## src/rtl/spi_trig_pkg.sv

```systemverilog
package spi_trig_pkg;
  localparam int unsigned SRC_W   = 5;
  localparam int unsigned OSEL_W  = 2;
  localparam int unsigned DLY_W   = 24;
  localparam int unsigned NUM_SRC = 1 << SRC_W;
  localparam int unsigned NUM_OUT = 1 << OSEL_W;
  localparam int unsigned MIN_DLY = 2;

  // field order fixed by the programming word layout
  typedef struct packed {
    logic              en;
    logic [DLY_W-1:0]  dly;
    logic [OSEL_W-1:0] osel;
    logic [SRC_W-1:0]  src;
  } trig_cfg_t;
endpackage

```

## src/rtl/spi_trig_sync.sv

```systemverilog
module spi_trig_sync #(
  parameter int unsigned N = 32
) (
  input  logic         clk_i,
  input  logic         rst_ni,
  input  logic [N-1:0] evt_i,
  output logic [N-1:0] rise_o,
  output logic [N-1:0] fall_o
);
  logic [N-1:0] s1_q, s2_q, s3_q;

  always_ff @(posedge clk_i or negedge rst_ni) begin
    if (!rst_ni) begin
      s1_q <= '0;
      s2_q <= '0;
      s3_q <= '0;
    end else begin
      s1_q <= evt_i;
      s2_q <= s1_q;
      s3_q <= s2_q;
    end
  end

  assign rise_o = s2_q & ~s3_q;
  assign fall_o = ~s2_q & s3_q;
endmodule

```

## src/rtl/spi_trig_delay.sv

```systemverilog
module spi_trig_delay #(
  parameter int unsigned DLY_W   = 24,
  parameter int unsigned MIN_DLY = 2
) (
  input  logic             clk_i,
  input  logic             rst_ni,
  input  logic             en_i,
  input  logic             edge_i,
  input  logic [DLY_W-1:0] dly_i,
  output logic             fire_o,
  output logic             busy_o,
  output logic [DLY_W-1:0] cnt_o
);
  localparam logic [DLY_W-1:0] MIN_V = DLY_W'(MIN_DLY);

  logic             busy_q, fire_q;
  logic [DLY_W-1:0] cnt_q;
  logic [DLY_W-1:0] eff_dly;

  assign eff_dly = (dly_i < MIN_V) ? MIN_V : dly_i;

  always_ff @(posedge clk_i or negedge rst_ni) begin
    if (!rst_ni) begin
      busy_q <= 1'b0;
      fire_q <= 1'b0;
      cnt_q  <= '0;
    end else begin
      fire_q <= 1'b0;
      if (!en_i) begin
        busy_q <= 1'b0;
      end else if (busy_q) begin
        if (cnt_q == '0) begin
          busy_q <= 1'b0;
          fire_q <= 1'b1;
        end else begin
          cnt_q <= cnt_q - 1'b1;
        end
      end else if (edge_i) begin
        busy_q <= 1'b1;
        cnt_q  <= eff_dly - 1'b1;
      end
    end
  end

  assign fire_o = fire_q;
  assign busy_o = busy_q;
  assign cnt_o  = cnt_q;
endmodule

```

## src/rtl/spi_trig_mux.sv

```systemverilog
module spi_trig_mux
  import spi_trig_pkg::*;
(
  input  logic               clk_i,
  input  logic               rst_ni,
  input  logic               cfg_we_i,
  input  logic [31:0]        cfg_wdata_i,
  input  logic               rise_en_i,
  input  logic               fall_en_i,
  input  logic [NUM_SRC-1:0] evt_i,
  output logic [NUM_OUT-1:0] start_o
);
  trig_cfg_t          cfg_q, cfg_d;
  logic [NUM_SRC-1:0] rise, fall;
  logic               sel_edge;
  logic               fire;
  logic               busy;
  logic [DLY_W-1:0]   cnt;

  assign cfg_d = cfg_we_i ? trig_cfg_t'(cfg_wdata_i) : cfg_q;

  always_ff @(posedge clk_i or negedge rst_ni) begin
    if (!rst_ni) cfg_q <= '0;
    else         cfg_q <= cfg_d;
  end

  spi_trig_sync #(.N(NUM_SRC)) u_sync (
    .clk_i  (clk_i),
    .rst_ni (rst_ni),
    .evt_i  (evt_i),
    .rise_o (rise),
    .fall_o (fall)
  );

  assign sel_edge = (rise_en_i & rise[cfg_q.src]) | (fall_en_i & fall[cfg_q.src]);

  // next-state enable so a disabling write cancels a pulse due on the same edge
  spi_trig_delay #(.DLY_W(DLY_W), .MIN_DLY(MIN_DLY)) u_dly (
    .clk_i  (clk_i),
    .rst_ni (rst_ni),
    .en_i   (cfg_d.en),
    .edge_i (sel_edge),
    .dly_i  (cfg_q.dly),
    .fire_o (fire),
    .busy_o (busy),
    .cnt_o  (cnt)
  );

  for (genvar g = 0; g < NUM_OUT; g++) begin : g_route
    assign start_o[g] = fire & (cfg_q.osel == OSEL_W'(g));
  end
endmodule

```

## config.mk

```make
export PLATFORM = sky130hd
export DESIGN_NAME = spi_trig_mux
export DESIGN_NICKNAME = d
export VERILOG_FILES = /design/src/rtl/spi_trig_pkg.sv /design/src/rtl/spi_trig_sync.sv /design/src/rtl/spi_trig_delay.sv /design/src/rtl/spi_trig_mux.sv
export SDC_FILE = /design/constraint.sdc
export NUM_CORES = 1
export LEC_CHECK = 0
export ABC_AREA = 1
export BUFFER_PORTS_ARGS = -buffer_cell sky130_fd_sc_hd__buf_2
export CAP_MARGIN = 20
export CORE_UTILIZATION = 45
export DETAILED_ROUTE_END_ITERATION = 10
export GPL_TIMING_DRIVEN = 0
export RECOVER_POWER = 25
export REMOVE_ABC_BUFFERS = 1
export SYNTH_ARGS = -nofsm -noshare
export SYNTH_HDL_FRONTEND = slang
export SYNTH_SLANG_ARGS = --single-unit
```

## constraint.sdc

```tcl
create_clock -name clk_i -period 3.35 [get_ports clk_i]
set_input_delay 0.67 -clock clk_i [delete_from_list [all_inputs] [get_ports clk_i]]
set_output_delay 0.67 -clock clk_i [all_outputs]
set_load 0.01 [all_outputs]
```

==> flow_summary_export.csv <==
group,metric,value,unit
run_status,outcome,"completed",
setup_path,r2r.worst_path.cells,13,
timing,period_needed,2.777,ns
synth,syn_area,0.006656,mm2
clock_network,post_cts_buffers,0,
clock_network,clock_path_buffers,2,
worst_hold_path,hp-class,"input port to asynchronous set/reset pin",
die,dieHeight,123.6,um
setup_path,crit_path_frequent_cell,"nand2_1",
drt,wire_per_inst,13.64,um
synth,yosysSeqAreaShare,57.89,%
drt,viasPerCell,4.957,
grt,overflow,0,
timing,period_share,82.90,%
synth,synthDistinctLibCells,36,
timing,fmax,360.1,MHz
layout,multi_input_comb_area,0.002361,mm2
setup_path,timing.rr.end,"u_dly.cnt_o[22]$_DFFE_PN0P_",
synth,yosysTopAreaCell,"dfrtp_1",
timing,rsz0062_at_grt,"no",
setup_path,critPathMaxStageDelay,0.74,ns
drt,drc,0,
setup_path,slowest_stage,"dfrtp_1",
layout,design_area,0.007756,mm2
place,portBuffers,72,
place,place_congestion,0.9031,
layout,antenna_cells,0,
clock_network,insertion_delay,0.43,ns
synth,synthTopCellsByArea,"dfrtp_1 (58%), nand2_1 (11%), nand3_1 (7.7%)",
setup_path,critPathArrivalTime,3.14,ns
grt,grt_pass1_vias,4808,
grt,track_usage,19.73,%
clock_network,numCtsBuffers,17,
layout,regArea,0.003854,mm2
die,rows,44,
pwr,p_leak,3.763,nW
setup_path,endpoint_kind,"flip-flop",
drt,vias,4987,
pwr,peakVddDrop,0.3780,mV
clock_network,ctsHoldBuffers,0,
die,initial_core_util,45.97,%
drt,postRouteWirelength,13730,um
flow_run,cap_violations,0,
clock_network,post_cts_resized,0,
die,io_pins,73,
setup_path,crit_path_cell_trace,"buf_16 -> nor2_1 -> nand2_1 -> nand2_1 -> inv_1 -> ha_1 -> inv_1 -> nor4_2 -> nand2_1 -> nor2_1 -> xnor2_1 -> nand3_1 -> nand2_1",
clock_network,cts_tree,"yes",
clock_network,cts_root_buf,"clkbuf_16",
synth,ys_warn_count,0,
timing,max_slew_margin,36.52,%
timing,fin_skew,0.006518,ns
drt,drt-initial-drc-count,242,
layout,fill_cells,1313,
grt,grt_pass1_wl,22590,um
timing,finalHoldViolations,0,
synth,synth_top_area_share,57.89,%
die,coreArea,0.01448,mm2
timing,maxSlewViolCount,0,
die,die_area,0.01528,mm2
synth,netlist_instances,743,
pwr,finalPower,5.187,mW
layout,final_util,53.57,%
grt,grt_max_degree,105,
setup_path,cp_max_fo,28,
die,fp.dieW,123.6,um
layout,drive_gt1_share,15.82,%
clock_network,clkTransAtPathRegs,0.06,ns
synth,avgSynthCellArea,8.959,um2
clock_network,ctsHtreeMaxLevel,4,
timing,worstMarginPinSlew,0.9521,ns
place,placed_cell_area,0.007133,mm2
layout,syn2layout_area_growth,16.52,%
grt,grt_antenna_before_repair,0,
setup_path,critPathKind,"flip-flop to flip-flop",
clock_network,cts.sinks,154,
place,place_hpwl,9483,um
setup_path,cp-start-kind,"flip-flop",
timing,whs,0.1668,ns
setup_path,required,3.71,ns
synth,ys_ff_latch,154,
drt,antenna_left,0,
timing,setup_viol,0,
setup_path,r2r_setup_slack,0.57,ns
layout,nets,879,
pwr,power.density,668.7,mW/mm2
drt,dr.pass1.iters,4,
setup_path,worstReg2RegStart,"u_dly.busy_o$_DFF_PN0_",
==> metal layers <==
layer | vias up | global-route usage (%) | wire length, um
met1 | 2387 | 23.79 | 6052
met5 | - | 0 | 0
met2 | 74 | 33.75 | 6948
li1 | 2508 | - | -
met4 | 0 | 6.852 | 173
met3 | 18 | 5.540 | 551
==> worst max-delay path, delay by kind of cell, from the launching register on <==
family	cells	cell delay, ns
adder cells (fa/ha/maj)	1	0.16
flip-flops	1	0.74
buffers and inverters	3	0.48
XOR/XNOR	1	0.13
AND/OR/NAND/NOR	8	1.21
==> kinds of logic after synthesis <==
kind of cell | synth area share, %
AO/OA/AOI/OAI | 4.643
multiplexers | 0.1692
buffers and inverters | 6.673
flip-flops | 57.89
AND/OR/NAND/NOR | 28.59
adder cells (fa/ha/maj) | 0.1879
XOR/XNOR | 1.842
==> worst max-delay path by stage <==
stage	endpoint	from	slack (ns)	depth (start not counted)
finish	u_dly.cnt_o[22]$_DFFE_PN0P_	u_dly.busy_o$_DFF_PN0_	0.57	13
global route	u_dly.cnt_o[22]$_DFFE_PN0P_	u_dly.busy_o$_DFF_PN0_	0.30	13
CTS	u_dly.cnt_o[3]$_DFFE_PN0P_	cfg_q[0]$_DFFE_PN0P_	0.03	12
detailed placement	u_dly.cnt_o[18]$_DFFE_PN0P_	cfg_q[0]$_DFFE_PN0P_	0.06	12
global placement	cfg_q[25]$_DFFE_PN0P_	rst_ni	-0.52	1
floorplan	u_dly.cnt_o[22]$_DFFE_PN0P_	u_dly.busy_o$_DFF_PN0_	0.62	11
==> layout by cell type (no fill, tap or decap), drive strengths merged <==
master / Yosys / final
nand2: 190 / 190
dfrtp: 154 / 154
nand3: 106 / 106
nor2: 81 / 81
inv: 66 / 72
buf: 20 / 71
o21ai: 45 / 45
nand3b: 24 / 24
clkbuf: 9 / 23
xor2: 9 / 9
nor3: 9 / 9
a21oi: 6 / 6
xnor2: 5 / 5
nor4: 5 / 5
clkinv: 1 / 5
nand4: 4 / 4
o21a: 4 / 4
bufinv: 0 / 2
clkinvlp: 0 / 2
or2: 2 / 2
o211ai: 1 / 1
mux2: 1 / 1
ha: 1 / 1
==> Yosys cell counts <==
| cell type | count |
|---|---|
| nor4_1 | 4 |
| nand2_2 | 1 |
| buf_2 | 10 |
| nand2_1 | 188 |
| xor2_1 | 9 |
| ha_1 | 1 |
| nand3_4 | 1 |
| xnor2_1 | 5 |
| o21a_2 | 1 |
| o21ai_0 | 40 |
| nand4_1 | 4 |
| nor4_2 | 1 |
| buf_4 | 1 |
| o21ai_1 | 4 |
| clkinv_1 | 1 |
| nand3b_1 | 24 |
| nand3_2 | 2 |
| a21oi_1 | 3 |
| o211ai_1 | 1 |
| o21a_1 | 3 |
| nor2_2 | 7 |
| nor3_2 | 1 |
| clkbuf_1 | 9 |
| mux2_2 | 1 |
| or2_0 | 1 |
| inv_1 | 61 |
| buf_6 | 9 |
| a21oi_2 | 3 |
| nand2_4 | 1 |
| nand3_1 | 103 |
| dfrtp_1 | 154 |
| o21ai_2 | 1 |
| nor2_1 | 74 |
| or2_2 | 1 |
| inv_2 | 5 |
| nor3_1 | 8 |
==> area by class of cell <==
type	count	area share [%]
Clock inverter	14	2.097
Sequential cell	154	49.69
Multi-Input combinational cell	493	30.44
Clock buffer	18	5.662
Timing Repair Buffer	76	5.904
Tap cell	184	2.968
Inverter	67	3.242
==> flip-flops by register name (all words and copies together), names as in the netlist <==
signal / count
cfg_q: 32
u_dly.cnt_o: 24
u_sync.s3_q: 32
u_dly.fire_o: 1
u_sync.s2_q: 32
u_sync.s1_q: 32
u_dly.busy_o: 1
==> power by group <==
part           internal, mW  switching (mW)
Combinational         0.363           0.630
Sequential             2.08           0.178
Clock                  1.14           0.796
==> per-stage QoR <==
stage                     std cells  setup TNS, ns  setup slack (ns)
after floorplan                 714              0            0.6210
after global placement          970         -90.27           -0.5218
after detailed placement        973              0           0.05670
after CTS                      1005              0           0.03262
after global routing           1006              0            0.2989
final                          1006              0            0.5728
No activity file was read; power rests on OpenSTA's default activity.
